[src/rtl/fsc_pkg.sv]
// fsc_pkg: default widths and a width helper shared by the sync capture block.
// Assumes: nothing beyond IEEE 1800-2017 elaboration-time constant functions.
package fsc_pkg;
    localparam int unsigned FSC_CNT_W    = 12;
    localparam int unsigned FSC_MAG_W    = 8;
    localparam int unsigned FSC_ENG_W    = 8;
    localparam int unsigned FSC_THR_W    = 8;
    localparam int unsigned FSC_THR_FRAC = 4;
    localparam int unsigned FSC_HOLD_W   = 8;

    // Larger of two widths, used to size comparators.
    function automatic int unsigned fsc_max(input int unsigned a, input int unsigned b);
        return (a > b) ? a : b;
    endfunction
endpackage

[src/rtl/fsc_detect.sv]
// fsc_detect: energy-normalised threshold test with post-detection hold-off.
// Assumes: xcorr is signed two's complement; thr_val carries THR_FRAC fraction
// bits; det_hit is combinational for the current slot, frame_evt is registered.
module fsc_detect
    import fsc_pkg::*;
#(
    parameter int unsigned MAG_W    = FSC_MAG_W,
    parameter int unsigned ENG_W    = FSC_ENG_W,
    parameter int unsigned THR_W    = FSC_THR_W,
    parameter int unsigned THR_FRAC = FSC_THR_FRAC,
    parameter int unsigned HOLD_W   = FSC_HOLD_W
) (
    input  logic                     clk,
    input  logic                     rst_n,
    input  logic                     sample_en,
    input  logic signed [MAG_W-1:0]  xcorr,
    input  logic        [ENG_W-1:0]  energy,
    input  logic        [THR_W-1:0]  thr_val,
    input  logic        [HOLD_W-1:0] holdoff_len,
    output logic                     det_hit,
    output logic                     frame_evt
);
    localparam int unsigned SQ_W = 2 * MAG_W;
    localparam int unsigned ES_W = 2 * ENG_W;
    localparam int unsigned LW   = SQ_W + THR_FRAC;
    localparam int unsigned RW   = THR_W + ES_W;
    localparam int unsigned CW   = fsc_max(LW, RW);

    logic [MAG_W-1:0]  mag;
    logic [SQ_W-1:0]   mag_sq;
    logic [ES_W-1:0]   eng_sq;
    logic [LW-1:0]     lhs;
    logic [RW-1:0]     rhs;
    logic              meets;
    logic [HOLD_W-1:0] hold_cnt;

    // Magnitude and squares of the slot inputs, full width.
    always_comb begin
        mag    = xcorr[MAG_W-1] ? $unsigned(-xcorr) : $unsigned(xcorr);
        mag_sq = {{MAG_W{1'b0}}, mag} * {{MAG_W{1'b0}}, mag};
        eng_sq = {{ENG_W{1'b0}}, energy} * {{ENG_W{1'b0}}, energy};
        lhs    = LW'(mag_sq) << THR_FRAC;
        rhs    = {{ES_W{1'b0}}, thr_val} * {{THR_W{1'b0}}, eng_sq};
        meets  = CW'(lhs) >= CW'(rhs);
        det_hit = sample_en && (hold_cnt == '0) && meets;
    end

    // Event register and hold-off down-counter.
    always_ff @(posedge clk) begin
        if (!rst_n) begin
            hold_cnt  <= '0;
            frame_evt <= 1'b0;
        end else begin
            frame_evt <= det_hit;
            if (det_hit) begin
                hold_cnt <= holdoff_len;
            end else if (sample_en && hold_cnt != '0) begin
                hold_cnt <= hold_cnt - 1'b1;
            end
        end
    end

    // a slot inside the hold-off window never raises an event.
    p_holdoff_mask_r7: assert property (@(posedge clk) disable iff (!rst_n)
        (sample_en && hold_cnt != '0) |=> !frame_evt);

    // an event only follows a real sample slot.
    p_evt_after_slot_r2: assert property (@(posedge clk) disable iff (!rst_n)
        frame_evt |-> $past(sample_en));
endmodule

[src/rtl/fsc_counter.sv]
// fsc_counter: frame counter that wraps at the programmed length, with a
// one-shot phase offset applied at the next wrap.
// Assumes: period_len >= 2 and |adj_offset| < period_len.
module fsc_counter
    import fsc_pkg::*;
#(
    parameter int unsigned CNT_W = FSC_CNT_W
) (
    input  logic             clk,
    input  logic             rst_n,
    input  logic             sample_en,
    input  logic [CNT_W-1:0] period_len,
    input  logic             adj_valid,
    input  logic [CNT_W-1:0] adj_offset,
    output logic [CNT_W-1:0] cnt,
    output logic             frame_start
);
    logic             adj_pend;
    logic [CNT_W-1:0] adj_val;
    logic [CNT_W-1:0] adj_load;
    logic             at_end;

    // Offset reduced modulo the frame length, and wrap detection.
    always_comb begin
        adj_load = adj_val[CNT_W-1] ? (period_len + adj_val) : adj_val;
        at_end   = sample_en && (cnt >= period_len - 1'b1);
    end

    // Counter, wrap pulse and pending-offset bookkeeping.
    always_ff @(posedge clk) begin
        if (!rst_n) begin
            cnt         <= '0;
            frame_start <= 1'b0;
            adj_pend    <= 1'b0;
            adj_val     <= '0;
        end else begin
            frame_start <= at_end;
            if (at_end) begin
                cnt      <= adj_pend ? adj_load : '0;
                adj_pend <= adj_valid;
            end else begin
                if (sample_en) cnt <= cnt + 1'b1;
                if (adj_valid) adj_pend <= 1'b1;
            end
            if (adj_valid) adj_val <= adj_offset;
        end
    end

    // without an offset waiting, the frame end returns to zero with a pulse.
    p_wrap_start_r8: assert property (@(posedge clk) disable iff (!rst_n)
        (sample_en && cnt >= period_len - 1'b1 && !adj_pend) |=> (cnt == '0 && frame_start));

    // the counter holds between sample slots.
    p_stall_hold_r8: assert property (@(posedge clk) disable iff (!rst_n)
        !sample_en |=> $stable(cnt));

    // an applied offset is consumed unless a new strobe came with the wrap.
    p_adj_once_r9: assert property (@(posedge clk) disable iff (!rst_n)
        (at_end && adj_pend && !adj_valid) |=> !adj_pend);
endmodule

[src/rtl/fsc_capture.sv]
// fsc_capture: single-entry capture of the counter at detection, wrapped error
// computation and CRC-gated release with reject and time-out paths.
// Assumes: period_len >= 2; crc_ok has priority over crc_fail.
module fsc_capture
    import fsc_pkg::*;
#(
    parameter int unsigned CNT_W = FSC_CNT_W
) (
    input  logic                    clk,
    input  logic                    rst_n,
    input  logic                    sample_en,
    input  logic                    det_hit,
    input  logic [CNT_W-1:0]        cnt_in,
    input  logic [CNT_W-1:0]        expect_pos,
    input  logic [CNT_W-1:0]        period_len,
    input  logic                    crc_ok,
    input  logic                    crc_fail,
    output logic [CNT_W-1:0]        cap_q,
    output logic                    pending,
    output logic                    overrun,
    output logic                    err_valid,
    output logic signed [CNT_W:0]   err_out
);
    localparam int unsigned DW = CNT_W + 2;
    localparam int unsigned EW = CNT_W + 1;

    logic signed [DW-1:0] diff;
    logic signed [DW-1:0] twice;
    logic signed [DW-1:0] lenx;
    logic signed [DW-1:0] wrapped;
    logic signed [EW-1:0] err_now;
    logic signed [EW-1:0] err_pend;
    logic [CNT_W-1:0]     tmo;
    logic                 timeout;
    logic                 consume;

    // Signed difference folded into the half-frame window.
    always_comb begin
        diff  = $signed({2'b00, expect_pos}) - $signed({2'b00, cnt_in});
        twice = diff <<< 1;
        lenx  = $signed({2'b00, period_len});
        if (twice > lenx)       wrapped = diff - lenx;
        else if (twice < -lenx) wrapped = diff + lenx;
        else                    wrapped = diff;
        err_now = wrapped[EW-1:0];
        timeout = pending && sample_en && (tmo == period_len - 1'b1);
        consume = pending && (crc_ok || crc_fail || timeout);
    end

    // Pending capture, overrun flag, time-out count and release register.
    always_ff @(posedge clk) begin
        if (!rst_n) begin
            cap_q     <= '0;
            pending   <= 1'b0;
            overrun   <= 1'b0;
            err_valid <= 1'b0;
            err_out   <= '0;
            err_pend  <= '0;
            tmo       <= '0;
        end else begin
            err_valid <= 1'b0;
            if (pending && crc_ok) begin
                err_valid <= 1'b1;
                err_out   <= err_pend;
            end
            if (det_hit) begin
                cap_q    <= cnt_in;
                err_pend <= err_now;
                pending  <= 1'b1;
                tmo      <= '0;
                overrun  <= pending && !consume;
            end else if (consume) begin
                pending <= 1'b0;
                overrun <= 1'b0;
            end else if (pending && sample_en) begin
                tmo <= tmo + 1'b1;
            end
        end
    end

    // a detection stores the counter seen in that slot and arms the entry.
    p_cap_on_hit_r3: assert property (@(posedge clk) disable iff (!rst_n)
        det_hit |=> (cap_q == $past(cnt_in) && pending));

    // the held error never leaves the half-frame window.
    p_err_window_r4: assert property (@(posedge clk) disable iff (!rst_n)
        pending |-> ($signed({err_pend, 1'b0}) <= $signed({2'b00, period_len}) &&
                     $signed({err_pend, 1'b0}) >= -$signed({2'b00, period_len})));

    // a release needs a pending capture and a CRC-good indication.
    p_release_gated_r5: assert property (@(posedge clk) disable iff (!rst_n)
        err_valid |-> $past(pending && crc_ok));

    // a rejection without a new detection empties the entry.
    p_reject_clears_r6: assert property (@(posedge clk) disable iff (!rst_n)
        (crc_fail && !det_hit) |=> !pending);

    // overwriting a live capture raises the overrun flag.
    p_overrun_set_r10: assert property (@(posedge clk) disable iff (!rst_n)
        (det_hit && pending && !crc_ok && !crc_fail && !timeout) |=> overrun);
endmodule

[src/rtl/frame_sync_capture.sv]
// frame_sync_capture: top level tying the threshold detector, the frame
// counter and the CRC-gated capture together.
// Assumes: one sample slot per cycle with sample_en high; period_len >= 2.
module frame_sync_capture
    import fsc_pkg::*;
#(
    parameter int unsigned CNT_W    = FSC_CNT_W,
    parameter int unsigned MAG_W    = FSC_MAG_W,
    parameter int unsigned ENG_W    = FSC_ENG_W,
    parameter int unsigned THR_W    = FSC_THR_W,
    parameter int unsigned THR_FRAC = FSC_THR_FRAC,
    parameter int unsigned HOLD_W   = FSC_HOLD_W
) (
    input  logic                    clk,
    input  logic                    rst_n,
    input  logic                    sample_en,
    input  logic signed [MAG_W-1:0] xcorr,
    input  logic [ENG_W-1:0]        energy,
    input  logic [THR_W-1:0]        thr_val,
    input  logic [HOLD_W-1:0]       holdoff_len,
    input  logic [CNT_W-1:0]        period_len,
    input  logic [CNT_W-1:0]        expect_pos,
    input  logic                    adj_valid,
    input  logic [CNT_W-1:0]        adj_offset,
    input  logic                    crc_ok,
    input  logic                    crc_fail,
    output logic [CNT_W-1:0]        frame_cnt,
    output logic                    frame_start,
    output logic                    frame_evt,
    output logic [CNT_W-1:0]        cap_cnt,
    output logic                    cap_pending,
    output logic                    cap_overrun,
    output logic                    err_valid,
    output logic signed [CNT_W:0]   err_value
);
    logic det_hit;

    fsc_detect #(
        .MAG_W(MAG_W), .ENG_W(ENG_W), .THR_W(THR_W),
        .THR_FRAC(THR_FRAC), .HOLD_W(HOLD_W)
    ) u_detect (
        .clk(clk), .rst_n(rst_n), .sample_en(sample_en),
        .xcorr(xcorr), .energy(energy), .thr_val(thr_val),
        .holdoff_len(holdoff_len), .det_hit(det_hit), .frame_evt(frame_evt)
    );

    fsc_counter #(.CNT_W(CNT_W)) u_counter (
        .clk(clk), .rst_n(rst_n), .sample_en(sample_en),
        .period_len(period_len), .adj_valid(adj_valid), .adj_offset(adj_offset),
        .cnt(frame_cnt), .frame_start(frame_start)
    );

    fsc_capture #(.CNT_W(CNT_W)) u_capture (
        .clk(clk), .rst_n(rst_n), .sample_en(sample_en), .det_hit(det_hit),
        .cnt_in(frame_cnt), .expect_pos(expect_pos), .period_len(period_len),
        .crc_ok(crc_ok), .crc_fail(crc_fail), .cap_q(cap_cnt),
        .pending(cap_pending), .overrun(cap_overrun),
        .err_valid(err_valid), .err_out(err_value)
    );
endmodule

[config.mk]
export PLATFORM = sky130hd
export DESIGN_NAME = frame_sync_capture
export DESIGN_NICKNAME = d
export VERILOG_FILES = /design/src/rtl/fsc_pkg.sv /design/src/rtl/fsc_detect.sv /design/src/rtl/fsc_counter.sv /design/src/rtl/fsc_capture.sv /design/src/rtl/frame_sync_capture.sv
export SDC_FILE = /design/constraint.sdc
export NUM_CORES = 1
export LEC_CHECK = 0
export BUFFER_PORTS_ARGS = -buffer_cell sky130_fd_sc_hd__buf_2
export CAP_MARGIN = 30
export CORE_UTILIZATION = 65
export DETAILED_ROUTE_END_ITERATION = 8
export PLACE_DENSITY_LB_ADDON = 0.3
export SLEW_MARGIN = 20
export SYNTH_ARGS = -nofsm -noshare
export SYNTH_HDL_FRONTEND = slang
export SYNTH_SLANG_ARGS = --single-unit
[constraint.sdc]
create_clock -name clk -period 30.3 [get_ports clk]
set_clock_uncertainty 0.1 [all_clocks]
set_input_delay 4.545 -clock clk [delete_from_list [all_inputs] [get_ports clk]]
set_output_delay 4.545 -clock clk [all_outputs]
set_load 0.02 [all_outputs]
==> summary.txt <==
Drt
  • Via-per-instance ratio: approximately 6.0
  • Routed wire length: around 37000 microns
  • DR pass1 iterations: 5
  • DRC Markers: 0
  • Remaining antenna violation count: 0
  • DRT iter0 DRCs: about 850
  • Routed len/inst: around 17 microns
  • Total number of vias: 13075

GRT
  • Largest net degree at the start of global routing: 65
  • First-pass GRT wire length: approximately 60000 microns
  • Number of global-route vias before repair: 13101
  • Total global-route track usage: 0.324
  • Antenna violations before repair: 2
  • Grt ovf: 0

Logic synthesis
  • Post-synth top area share: 0.176
  • Number of synthesized flops with an enable pin: 0
  • Synth area leaders: fa_1 (18%), ha_1 (17%), dfxtp_1 (12%)
  • Avg Cell Area, Syn: roughly 8.2 sq um
  • Synth async-reset ratio: 0
  • Compound-gate portion of the synthesized area: 0.153
  • Synth Register Bits: 88
  • Mapped cell area: roughly 0.015 sq mm
  • Synth Area in Simple Gates: 0.205
  • Cell variety after synth: 76
  • Cell count after synthesis: 1809
  • Largest family of logic cells by synthesized area: adder cells
  • XOR/XNOR Fraction of Synth Area: 0.0669
  • Share of the yosys chip area belonging to registers: 0.119
  • Top_reg_cell synth: dfxtp_1
  • Mux cell area share after synthesis: 0.0314
  • YS warnings: 0
  • Adder-cell share of the synthesized area: 0.349
  • Cell taking the most area after synthesis: fa_1

Worst setup path
  • Required @ worst endpoint: 30.41 ns
  • R2R depth: 19
  • CP Launch Type: primary input
  • Crit Path Class: primary input to flop
  • Crit path depth: 42
  • Slowest cell delay on critical path: just under 0.6 ns
  • Cell repeated most along the worst path: fa_1
  • CP Capture Type: flop
  • Crit-path leading delay family: adder cells
  • Crit path buffers/inverters: 7
  • Crit path DAT: approximately 16 ns
  • CP max FO: 45
  • Slowest CP cell: buf_4

Clock tree
  • Longest Clk Path Bufs: 2
  • CTS root buffer: clkbuf_16
  • Clock sink count: 88
  • Clk Latency, worst-skew pair: 0.36 ns
  • Clk slew on worst S/H paths: ~0.060 ns
  • Postcts setup bufs: 0
  • CTS resizes: 0
  • TritonCTS clock tree: yes
  • Cts bufs inserted: 9
  • Count of hold-fix buffers inserted at cts: 0
  • H-tree depth reported by CTS: 3

Floorplanning
  • Die Y: around 150 microns
  • Core ar.: 0.0221 sq mm
  • # IOs: 116
  • Die area: roughly 0.023 sq mm
  • Initial Util: 0.670
  • Site row count: between 50 and 60
  • Die width: around 150 microns

Final layout
  • Commonest non-fill, non-tap cells in the layout: inv_1 (232), ha_1 (205), nand2_1 (157)
  • Synth-to-layout area growth: 7.01%
  • Nets: between 2000 and 2500
  • Commonest non-fill, non-tap cell in the layout: inv_1
  • Layout cells sized above 1: 0.0828
  • Layout Utilization: 0.717

Timing
  • Min Tclk post-route: roughly 16 ns
  • Hold Fails Final Rpt: 0
  • Final Hold Slack: between 0.3 and 0.4 ns
  • Worst slew margin: 0.339
  • RSZ-0062 raised after global routing: no
  • Final setup fails: 0
  • F_max: about 0.063 GHz
  • Worst slew pin tran: ~0.99 ns
  • Final WS setup: roughly 14 ns
  • Fin. max-slew vios: 0
  • Fin Setup TNS: 0 ns
  • Final period util: 0.526

Placed design
  • Post-place setup slack: 14.09 ns
  • # port buffers: 115
  • GPL Wtd Cong: roughly 0.93
  • DPL Wire Length: 29600 microns

Hold path
  • Min-Delay Path Class: flop to flop
  • Hold path cells: 2

Flow run
  • Max_cap viols: 0

Status
  • Status: finished, final reports clean
==> synth_stat cells, drive strengths merged (24+ instances only) <==
| cell | count |
|---|---|
| fa | 130 |
| nand2 | 157 |
| and2 | 99 |
| nor3 | 35 |
| nor2 | 152 |
| mux2i | 43 |
| a21oi | 102 |
| o21ai | 67 |
| a21o | 25 |
| clkbuf | 46 |
| ha | 205 |
| nand2b | 24 |
| xnor2 | 59 |
| nand3 | 33 |
| dfxtp | 88 |
| xor2 | 36 |
| inv | 233 |
==> cells by family after synthesis <==
kind of cell               count (synthesis)
DFF                                       88
muxes                                     46
and+or+nand+nor                          608
AOI/OAI and AO/OA                        341
xor gates and xnor gates                 102
adders and majority gates                335
other                                      2
buffers and inverters                    287
==> flip-flops by register name, indices dropped and copies added (netlist names), 8 cells and up <==
signal,flops
u_capture.cap_q,12
u_detect.hold_cnt,8
u_capture.err_pend,13
u_capture.err_out,13
u_counter.adj_val,12
u_counter.cnt,12
u_capture.tmo,12
==> through the flow <==
stage	instances	area, sq um
after floorplan	1815	14800
after global placement	2159	15500
after detailed placement	2159	15500
after CTS	2175	15800
after global routing	2175	15800
final	2177	15800
==> layout make-up <==
type                            count  area [sq um]
Multi-Input combinational cell   1440         12000
Timing Repair Buffer              118           598
Tap cell                          280           350
Clock buffer                        9           225
Clock inverter                      7          68.8
Fill cell                        1768          6260
Sequential cell                    88          1760
Antenna cell                        2          5.00
Inverter                          233           875
==> final timing paths <==
path	start	end	slack, ns
worst min register to register	u_capture.err_out[12]	u_capture.err_out[12]	0.35
worst max-delay path	energy[0]	u_capture.err_pend[3]	14.35
worst min-delay path	u_capture.err_out[12]	u_capture.err_out[12]	0.35
worst max register to register	u_counter.cnt[0]	u_capture.err_pend[2]	24.46
==> layer usage <==
layer / routed length (microns) / share of wire / global-route usage / up-vias
li1: - / - / - / 6290
met1: 15200 / 0.41 / 0.395 / 6274
met2: 18300 / 0.50 / 0.583 / 408
met3: 1930 / 0.053 / 0.0343 / 103
met4: 1190 / 0.032 / 0.128 / 0
met5: 0 / 0 / 0 / -
==> tightest hold or removal path: stages (launching register included) <==
cell	delay, ns
dfxtp_1	0.31
nand2_1	0.05
a21oi_1	0.05
Power is left out: the tool's default activity adds up to more than one toggle a clock period on the data nets, which glitch-free logic cannot reach.
